--- src/rtl/fc_pkg.sv ---
package fc_pkg;
  typedef struct packed {
    logic countEn;
    logic capture;
    logic clear;
  } ctrlStrobe_t;
endpackage

--- src/rtl/freq_gate_ctrl.sv ---
module freq_gate_ctrl
  import fc_pkg::*;
#(
  parameter int HIGH_CYCLES = 100000,
  parameter int LOW_CYCLES  = 3
) (
  input  logic        clk,
  input  logic        rst,
  output ctrlStrobe_t strb
);
  localparam int PERIOD = HIGH_CYCLES + LOW_CYCLES;
  localparam int PH_W   = $clog2(PERIOD);
  localparam logic [PH_W-1:0] HIGH_IDX = PH_W'(HIGH_CYCLES);
  localparam logic [PH_W-1:0] LAST_IDX = PH_W'(PERIOD - 1);

  logic [PH_W-1:0] phaseCnt;

  always_ff @(posedge clk) begin
    if (rst)                   phaseCnt <= '0;
    else if (phaseCnt == LAST_IDX) phaseCnt <= '0;
    else                       phaseCnt <= phaseCnt + 1'b1;
  end

  always_comb begin
    strb.countEn = (phaseCnt < HIGH_IDX);
    strb.capture = (phaseCnt == HIGH_IDX);
    strb.clear   = (phaseCnt == LAST_IDX);
  end


  phase_range_chk: assert property (@(posedge clk) disable iff (rst)
    phaseCnt <= LAST_IDX);


  capture_in_gap_chk: assert property (@(posedge clk) disable iff (rst)
    strb.capture |-> !strb.countEn);


  wrap_to_window_chk: assert property (@(posedge clk) disable iff (rst)
    strb.clear |=> strb.countEn);
endmodule

--- src/rtl/freq_count_dp.sv ---
module freq_count_dp
  import fc_pkg::*;
#(
  parameter int SAT_LIMIT   = 50000,
  parameter int SYNC_STAGES = 2,
  parameter int CNT_W       = $clog2(SAT_LIMIT + 1)
) (
  input  logic             clk,
  input  logic             rst,
  input  logic             testIn,
  input  ctrlStrobe_t      strb,
  output logic [CNT_W-1:0] count,
  output logic             update
);
  localparam logic [CNT_W-1:0] SAT_VAL = CNT_W'(SAT_LIMIT);

  // syncChain[0..SYNC_STAGES-1] synchronize; top bit keeps the prior sample
  logic [SYNC_STAGES:0] syncChain;
  logic                 risePulse;
  logic [CNT_W-1:0]     acc;

  always_ff @(posedge clk) begin
    if (rst) syncChain <= '0;
    else     syncChain <= {syncChain[SYNC_STAGES-1:0], testIn};
  end

  assign risePulse = syncChain[SYNC_STAGES-1] & ~syncChain[SYNC_STAGES];

  always_ff @(posedge clk) begin
    if (rst)
      acc <= '0;
    else if (strb.clear)
      acc <= '0;
    else if (strb.countEn && risePulse && (acc != SAT_VAL))
      acc <= acc + 1'b1;
  end

  always_ff @(posedge clk) begin
    if (rst) begin
      count  <= '0;
      update <= 1'b0;
    end else begin
      update <= strb.capture;
      if (strb.capture) count <= acc;
    end
  end


  acc_ceiling_chk: assert property (@(posedge clk) disable iff (rst)
    acc <= SAT_VAL);


  acc_cleared_chk: assert property (@(posedge clk) disable iff (rst)
    strb.clear |=> (acc == '0));


  count_hold_chk: assert property (@(posedge clk) disable iff (rst)
    !update |-> $stable(count));


  update_single_chk: assert property (@(posedge clk) disable iff (rst)
    update |=> !update);
endmodule

--- src/rtl/freq_counter.sv ---
module freq_counter
  import fc_pkg::*;
#(
  parameter int HIGH_CYCLES = 100000,
  parameter int LOW_CYCLES  = 3,
  parameter int SAT_LIMIT   = HIGH_CYCLES / 2,
  parameter int SYNC_STAGES = 2,
  parameter int CNT_W       = $clog2(SAT_LIMIT + 1)
) (
  input  logic             clk,
  input  logic             rst,
  input  logic             testIn,
  output logic [CNT_W-1:0] count,
  output logic             update
);
  ctrlStrobe_t strb;

  freq_gate_ctrl #(
    .HIGH_CYCLES(HIGH_CYCLES),
    .LOW_CYCLES (LOW_CYCLES)
  ) u_ctrl (
    .clk (clk),
    .rst (rst),
    .strb(strb)
  );

  freq_count_dp #(
    .SAT_LIMIT  (SAT_LIMIT),
    .SYNC_STAGES(SYNC_STAGES),
    .CNT_W      (CNT_W)
  ) u_dp (
    .clk   (clk),
    .rst   (rst),
    .testIn(testIn),
    .strb  (strb),
    .count (count),
    .update(update)
  );
endmodule

--- config.mk ---
export PLATFORM = sky130hd
export DESIGN_NAME = freq_counter
export DESIGN_NICKNAME = d
export VERILOG_FILES = /design/src/rtl/fc_pkg.sv /design/src/rtl/freq_gate_ctrl.sv /design/src/rtl/freq_count_dp.sv /design/src/rtl/freq_counter.sv
export SDC_FILE = /design/constraint.sdc
export NUM_CORES = 1
export LEC_CHECK = 0
export ABC_AREA = 1
export ABC_CLOCK_PERIOD_IN_PS = 1600
export CORE_UTILIZATION = 40
export CTS_BUF_LIST = sky130_fd_sc_hd__clkbuf_4 sky130_fd_sc_hd__clkbuf_8
export DETAILED_ROUTE_END_ITERATION = 10
export GPL_TIMING_DRIVEN = 0
export PLACE_DENSITY = 0.64
export SLEW_MARGIN = 15
export SYNTH_ARGS = -nofsm -noshare
export SYNTH_HDL_FRONTEND = slang
export SYNTH_SLANG_ARGS = --single-unit
export TNS_END_PERCENT = 50
--- constraint.sdc ---
create_clock -name clk -period 1.6 [get_ports clk]
set_input_delay 0.32 -clock clk [delete_from_list [all_inputs] [get_ports clk]]
set_output_delay 0.32 -clock clk [all_outputs]
set_load 0.05 [all_outputs]
==> results of run 1 <==
-- sequential cells by signal, summed over array words and instances (netlist names) --
register / count
u_ctrl.phaseCnt: 17
u_dp.acc: 16
u_dp.count: 16
u_dp.syncChain: 3
u_dp.update: 1
-- routing by layer --
metal	up-vias	global-route usage, %	share of wire [%]
met5	-	0	0
met4	0	5.76	1.5
met3	7	2.95	5.0
met2	63	29.1	43
met1	1172	24.9	50
li1	1391	-	-
-- stage by stage --
stage          setup WS (ps)  instances  hold slack [ps]
3_5_place_dp            -138        550              404
3_3_place_gp            -143        550              399
2_1_floorplan            281        435              388
4_1_cts                 1.02        558              418
6_report                77.7        564              415
5_1_grt                -12.7        564              449
-- layout by cell type (no fill, tap or decap), types with 2 or more instances in the layout --
cell             count
clkbuf_8             6
nand2_2              2
nand4_1              8
nand3_2              2
a21oi_2             11
or2_1                2
nor3_1               5
clkdlybuf4s50_1      2
dlygate4sd2_1       17
nor2_4               3
dfxtp_2              3
nor2_1              91
o21ai_0              6
a21oi_1              7
nor2_2               6
nand2_1            125
buf_2                6
nand3_1             22
inv_1               53
buf_6                3
buf_4                7
inv_2                3
xor2_1               8
ha_1                 4
nor3_2               2
dfxtp_1             49
-- power by group through the flow --
| stage | Clock, uW | Combinational, uW | Sequential [uW] |
|---|---|---|---|
| floorplan | 0 | 62.3 | 1370 |
| global placement | 0 | 91.1 | 1370 |
| detailed placement | 0 | 91.4 | 1370 |
| CTS | 822 | 93.4 | 1340 |
| global route | 871 | 110 | 1350 |
| finish | 790 | 99.1 | 1340 |
-- worst max path at each step --
stage	startpoint	end	slack [ps]	cells after the start
3_3_place_gp	rst	u_ctrl.phaseCnt[11]	-140	5
2_1_floorplan	u_dp.acc[1]	u_dp.acc[8]	280	8
5_1_grt	u_ctrl.phaseCnt[5]	u_ctrl.phaseCnt[5]	-10	8
4_1_cts	u_dp.acc[0]	u_dp.acc[14]	1	9
3_5_place_dp	rst	u_ctrl.phaseCnt[11]	-140	5
6_report	u_dp.acc[0]	u_dp.acc[11]	80	9
-- layout make-up --
class                      count  area [sq um]  area share (%)
buffer                        10          71.3            2.14
multi-input combinational    315          1550            46.5
inverter                      57           216            6.48
timing repair buffer          25           214            6.41
clock inverter                 2          13.8           0.412
tap                           96           120            3.60
clock buffer                   6          82.6            2.47
sequential                    53          1070            32.0
-- kinds of logic after synthesis --
family / Yosys count / synth area share (%)
compound gates: 27 / 6.66
fa+ha+maj: 5 / 2.19
buf+inv: 67 / 10.0
xor+xnor: 9 / 2.76
simple gates: 274 / 41.2
flops: 53 / 37.2
-- critical path, cell delays in order (launching register included) --
cell	delay, ps
dfxtp_4	380
inv_2	60
ha_2	180
nand3_1	100
nor2_1	160
nand2_2	110
nand3_4	100
buf_4	160
nand2_1	70
a21oi_2	130
-- what timing repair did --
action / 4_1_cts / 5_1_grt
buffers inserted: 0 / 5
gates resized for setup: 20 / 16
setup endpoints to repair: 31 / 41
cloned: 0 / 1
hold endpoints to repair: 0 / 0
pin swaps: 1 / 4
==> metrics.txt, run 1 <==
Layout Nets 475; CTS Buffer Depth 2; synth warn 0; total gr overflow 0; period utilisation layout a little over nine tenths; #FFs+latches synth 53; syn_nets roughly 440; CP Capture Type flop; Netlist cell types 31; aggregate global-route resource usage 18.1%; hpwl dp roughly 4.6 mm; P per Cell Area 668 mW/mm^2; Avg WL per Cell between 10 and 15 um; hold buffers post-CTS 0; Synth Flop Type dfxtp_1; reg-to-reg startpoint u_dp.acc[0]; Hold Path Stages 2; setup violators final 0; most frequent cell after synthesis nand2_1; EDFF count, synth 0; Max Cap Viol 0; Clock transition at path regs ~100 ps; Worst R2R Path Depth 9; detailed-route wire length 6.25 mm; Post-DP Area around 0.0032 sq mm; worst endpoint data arrival time 1770 ps; Critical R2R Capture u_dp.acc[11]; total power about 2200 uW; Max VDD drop between 0.3 and 0.4 mV; crit path max fanout 5; main area contributors after synthesis dfxtp_1 (37%), nand2_1 (16%), nor2_1 (12%); Post-Synthesis Cells 435; DRC Markers 0; CTS H-tree lvls 2; final RePlAce weighted congestion 0.875; switching power total around 500 uW; Slew HR 67.3%; Util after Layout 48.9%; Hold Path Sink u_dp.syncChain[1]; Lkg Pwr 0.00146 uW; clk_skew about 8.6 ps; die width between 80 and 90 um; fin crit period roughly 1500 ps; Synth area leader dfxtp_1; clk_lat worst skew around 310 ps; measured slew at the worst slew-check pin slightly below 500 ps; Via Count about 2600; CP Class flop to flop; share of cells above drive strength 1 a little over an eighth; area grow syn2layout 17.0%; ant diodes 0; initial DRC count about 170; outcome complete, no violations; fillcell total between 700 and 800; Die H around 86 um; Final Hold Violating Endpoints 0; DRT antenna net count 0; initial antenna violation count 0; sequential element share of the synthesized area approximately 37%; setup TNS 0 ps; CTS tree done; First-pass DRT Iterations 4; first-pass GRT wire length 10.7 mm; CORE AREA a little under 0.007 sq mm; Clock Power Share between 30% and 40%; WP data required between 1500 and 2000 ps; Slew Limit Fails 0; hold path startpoint u_dp.syncChain[0]; Avg Inst Size Synth between 6 and 7 sq um; Final Cell Area roughly 0.0033 sq mm; Starting Density 41.8%; Root Buffer clkbuf_8; reg-to-reg setup timing slack a little under 80 ps; Async SR Flop Fraction 0%; IO Pins 20; CTS Sinks 53; Combinational Power Share 4.4%; Post-Syn Area 0.00285 sq mm; Pint roughly 1700 uW; # rows 30; fmax 657 MHz; die footprint between 0.007 and 0.008 sq mm; vias in the first global route between 2000 and 2500; number of CTS-inserted buffers 5; Vias per Instance 4.67; Post-synth top cells nand2_1 (125), nor2_1 (95), inv_1 (54), dfxtp_1 (53), nand3_1 (22); largest net degree at the start of global routing 17; Port Buffer Count 19; Synth top area share a little under two fifths; part of the power in registers between 60% and 70%; Hold Path Class flop to flop; switching share of power approximately 23%; Worst Setup Start Kind flop
Note: power is estimated with default switching activity, not from simulation.
==> inputs of run 2 (changes only) <==
ABC_CLOCK_PERIOD_IN_PS = default   (was 1600)
CORE_MARGIN = 3   (was default)
==> metrics.txt, run 2 (synthesis results as in run 1) <==
hold buffers post-CTS 0 (unchanged); IO Pins 20 (unchanged); CP Class flop to primary output; outcome complete, no violations; total gr overflow 0 (unchanged); share of cells above drive strength 1 13.3% (-0.34 points); Avg WL per Cell 10.9 um (-1.3%); aggregate global-route resource usage 15.9% (-2.2 points); Top delay family on crit path buffers and inverters; first-pass GRT wire length 10.9 mm (+2.0%); final RePlAce weighted congestion 0.903 (+3.1%); Slew Limit Fails 0 (unchanged); measured slew at the worst slew-check pin 490 ps (-2.72 ps); largest net degree at the start of global routing 18 (+1); Starting Density 41.5% (-0.23 points); worst-path cell chain dlygate4sd2_1; # rows 30 (unchanged); fillcell total 725 (-0.68%); CTS Buffer Depth 2 (unchanged); most frequent cells in the layout nand2_1 (125), nor2_1 (91), inv_1 (53); Clock transition at path regs 110 ps (about the same); Max VDD drop 0.276 mV (-17%); CP max stage delay 530 ps (+150 ps); number of CTS-inserted buffers 5 (unchanged); clk_lat worst skew 310 ps (about the same); uppermost layer routed met4; CTS Sinks 53 (unchanged); hpwl dp 4.58 mm (+0.12%); Final Hold Violating Endpoints 0 (unchanged); met2 wire len 2.63 mm (-2.3%); worst endpoint data arrival time 1190 ps (-580 ps); Hold Path Class flop to flop; Layout Nets 472 (-0.63%); area grow syn2layout 16.7%; WP data required 1280 ps (-560 ps); clk_skew 13.0 ps (+4.35 ps); vias in the first global route 2359 (unchanged); Post-DP Area 0.00316 sq mm (unchanged); Via Count 2593 (-1.5%); biggest regs u_ctrl.phaseCnt: 17 flops, u_dp.acc: 16 flops, u_dp.count: 16 flops; CP Capture Type primary output; Die H 90.5 um (+4.6%); RSZ-0062 raised after global routing true; fin crit period 1510 ps (-10.0 ps); period utilisation layout 94.5% (-0.63 points); initial DRC count 204 (+22%); Vias per Instance 4.62 (-0.99%); metal3 WL 247 um (-21%); setup violators final 0 (unchanged); detailed-route wire length 6.14 mm (-1.8%); Hold Path Stages 2 (unchanged); Lkg Pwr 0.00146 uW (-0.34%); die footprint 0.00818 sq mm (+9.5%); Largest register FFs 17 (unchanged); initial antenna violation count 0 (unchanged); Root Buffer clkbuf_8; hold slack 417 ps (+1.96 ps); CTS tree done; Worst R2R Path Depth 9 (unchanged); met1 wire length 3.17 mm (+0.70%); most common cell after layout, fill and taps aside nand2_1; total power 2370 uW (+6.2%); CORE AREA 0.00687 sq mm (+0.55%); DRC Markers 0 (unchanged); Layout Cells excl Fill 561 (-0.53%); Slew HR 67.5% (+0.18 points); Max Cap Viol 0 (unchanged); Final Cell Area 0.00333 sq mm (-0.22%); Worst Path Buf+Inv 1 (-1); slowest library cell on the worst path dlygate4sd2_1; Biggest register u_ctrl.phaseCnt; fmax 661 MHz (+0.66%); placed insts 550 (unchanged); DRT antenna net count 0 (unchanged); Crit path depth 1 (-8); Port Buffer Count 19 (unchanged); P per Cell Area 712 mW/mm^2 (+6.5%); First-pass DRT Iterations 5 (+1); CTS H-tree lvls 2 (unchanged); Worst Setup Start Kind flop; ant diodes 0 (unchanged); crit path max fanout 2 (-3); die width 90.5 um (+4.6%)
## run 2: cell count changes in the layout (fill, tap and decap cells not counted), sizes merged
cell,before,now
bufinv,0,1
clkinv,2,1
inv,57,58
clkbuf,6,5
buf,16,13
## run 2: metrics by stage
step | setup slack, ps | TNS (ps) | utilization, %
floorplan | 281 | 0 | -
finish | 87.7 | 0 | 48.5
CTS | 7.57 | 0 | 47.6
detailed placement | -118 | -1880 | 46.1
global route | -23.8 | -23.8 | 48.5
global placement | -123 | -1850 | 46.1
## run 2: layout make-up
type                            count  area, sq um  area share (%)
Multi-Input combinational cell    315         1550            46.4
Sequential cell                    53         1070            32.0
Inverter                           57          216            6.50
Timing Repair Buffer               22          191            5.75
Tap cell                           96          120            3.61
Buffer                             10         78.8            2.37
Clock buffer                        5         68.8            2.07
Clock inverter                      3         43.8            1.31
## run 2: final timing paths
check,from,endpoint,slack (ps)
setup / recovery,u_dp.count[3],count[3],90
hold / removal,u_dp.syncChain[0],u_dp.syncChain[1],420
setup reg to reg,u_dp.acc[0],u_dp.acc[13],110
hold reg to reg,u_dp.syncChain[0],u_dp.syncChain[1],420
## run 2: report_power, final
group	leakage, uW	switching (uW)	total, uW	internal [uW]
clock network	0.0000585	458	927	470
logic	0.000969	63.4	100	36.9
registers	0.000430	11.6	1340	1330
total	0.00146	533	2370	1840
## run 2: per-layer routing
layer,vias up,track usage [%]
met5,-,0
met4,0,5.61
met3,6,2.33
met2,42,24.3
met1,1151,22.7
li1,1394,-
## run 2: timing repair
item                                    CTS  global route
pin swaps                                 1             3
endpoints found under the setup margin   31            39
gates resized for setup                  22            14
buffers inserted                          0             3
==> inputs of run 3 (changes only) <==
CORE_UTILIZATION = 43   (was 40)
PLACE_DENSITY = 0.67   (was 0.64)
==> metrics.txt, run 3 (synthesis results as in run 1) <==
DRT antenna net count 0 (unchanged); initial antenna violation count 0 (unchanged); detailed-route wire length 6.06 mm (-1.2%); Worst Path Buf+Inv 1 (unchanged); most used cell along the critical path nor2_1; Die H 87.5 um (-3.3%); setup violators final 0 (unchanged); Hold Path Class flop to flop; Max VDD drop 0.330 mV (+20%); P per Cell Area 666 mW/mm^2 (-6.4%); biggest regs u_ctrl.phaseCnt: 17 flops, u_dp.acc: 16 flops, u_dp.count: 16 flops; crit path max fanout 10 (+8); initial DRC count 164 (-20%); CORE AREA 0.00639 sq mm (-7.0%); Port Buffer Count 19 (unchanged); Largest register FFs 17 (unchanged); Biggest register u_ctrl.phaseCnt; most frequent cells in the layout nand2_1 (124), nor2_1 (89), inv_1 (54); uppermost layer routed met4; Starting Density 44.7% (+3.1 points); CTS tree done; ant diodes 0 (unchanged); met2 wire len 2.69 mm (+2.2%); most common cell after layout, fill and taps aside nand2_1; Clock transition at path regs 90 ps (-20 ps); Worst Setup Start Kind flop; vias in the first global route 2364 (+0.21%); # rows 29 (-3.3%); RSZ-0062 raised after global routing true; hold buffers post-CTS 0 (unchanged); largest net degree at the start of global routing 16 (-2); share of cells above drive strength 1 14.0% (+0.68 points); IO Pins 20 (unchanged); Slew Limit Fails 0 (unchanged); placed insts 531 (-3.5%); Root Buffer clkbuf_8; Final Hold Violating Endpoints 0 (unchanged); metal3 WL 281 um (+14%); Layout Nets 472 (unchanged); CTS H-tree lvls 2 (unchanged); CP Capture Type flop; Slew HR 67.5% (about the same); Top delay family on crit path simple AND/OR/NAND/NOR gates; Final Cell Area 0.00332 sq mm (-0.38%); Post-DP Area 0.00314 sq mm (-0.75%); aggregate global-route resource usage 16.6% (+0.64 points); period utilisation layout 95.1% (+0.55 points); Avg WL per Cell 11.2 um (+2.5%); met1 wire length 3.02 mm (-4.9%); CTS Sinks 53 (unchanged); Via Count 2578 (-0.58%); DRC Markers 0 (unchanged); clk_lat worst skew 300 ps (about the same); first-pass GRT wire length 10.3 mm (-5.4%); worst-path cell chain nor2_1 -> nand2_1 -> nor2_1 -> nand4_2 -> buf_2 -> nor2_1 -> nor2_1; Vias per Instance 4.77 (+3.1%); die width 87.5 um (-3.3%); total gr overflow 0 (unchanged); Layout Cells excl Fill 541 (-3.6%); fin crit period 1520 ps (+8.86 ps); clk_skew 5.73 ps (-7.25 ps); slowest library cell on the worst path dfxtp_1; area grow syn2layout 16.3%; final RePlAce weighted congestion 0.873 (-3.2%); outcome complete, no violations; CP Class flop to flop; WP data required 1800 ps (+520 ps); Max Cap Viol 0 (unchanged); fillcell total 632 (-13%); measured slew at the worst slew-check pin 489 ps (-0.804 ps); hpwl dp 4.43 mm (-3.1%); CP max stage delay 340 ps (-190 ps); die footprint 0.00765 sq mm (-6.5%); First-pass DRT Iterations 5 (unchanged); number of CTS-inserted buffers 5 (unchanged); CTS Buffer Depth 2 (unchanged); worst endpoint data arrival time 1720 ps (+530 ps); Lkg Pwr 0.00146 uW (+0.33%); fmax 657 MHz (-0.58%)
## run 3: stage by stage
stage / setup slack [ps] / utilization, % / total power [uW] / hold slack [ps] / setup TNS (ps)
after floorplan: 281 / - / 1430 / 388 / 0
after global placement: -95.5 / 49.2 / 1460 / 397 / -1430
after detailed placement: -102 / 49.2 / 1460 / 401 / -1720
after CTS: 12.3 / 50.3 / 2240 / 415 / 0
after global routing: -54.4 / 52.0 / 2310 / 431 / -297
final: 78.8 / 52.0 / 2210 / 409 / 0
## run 3: final cells by class
type	instances	area, sq um	area share [%]
multi-input combinational	315	1560	47.1
tap	77	96.3	2.90
inverter	57	216	6.52
sequential	53	1070	32.2
buffer	10	75.1	2.26
timing repair buffer	22	209	6.30
clock inverter	1	7.51	0.226
clock buffer	6	82.6	2.49
## run 3: metal layers
metal,GRT usage (%),vias up
li1,-,1391
met3,2.37,7
met4,5.58,0
met5,0,-
met1,23.0,1125
met2,26.1,55
## run 3: what timing repair did
action	4_1_cts	5_1_grt
endpoints found under the setup margin	24	37
pin swaps	0	4
buffers inserted	0	2
endpoints found under the hold margin	0	0
cloned	0	1
resized for setup	18	23
## run 3: final timing paths
kind	startpoint	end	slack (ps)	depth (start not counted)
worst min register to register	u_dp.syncChain[0]	u_dp.syncChain[1]	410	2
worst min-delay path	u_dp.syncChain[0]	u_dp.syncChain[1]	410	2
worst max-delay path	u_ctrl.phaseCnt[13]	u_dp.count[11]	80	7
worst max register to register	u_ctrl.phaseCnt[13]	u_dp.count[11]	80	7
## run 3: worst reg2reg max path: cells and delay by family (launching register included)
| family | cells | cell delay [ps] |
|---|---|---|
| buf+inv | 1 | 250 |
| flops | 1 | 340 |
| simple gates | 6 | 830 |
## run 3: power breakdown
part           internal [uW]  switching [uW]
clock                    343             424
sequential              1330            11.1
combinational           38.4            63.2
total                   1710             499
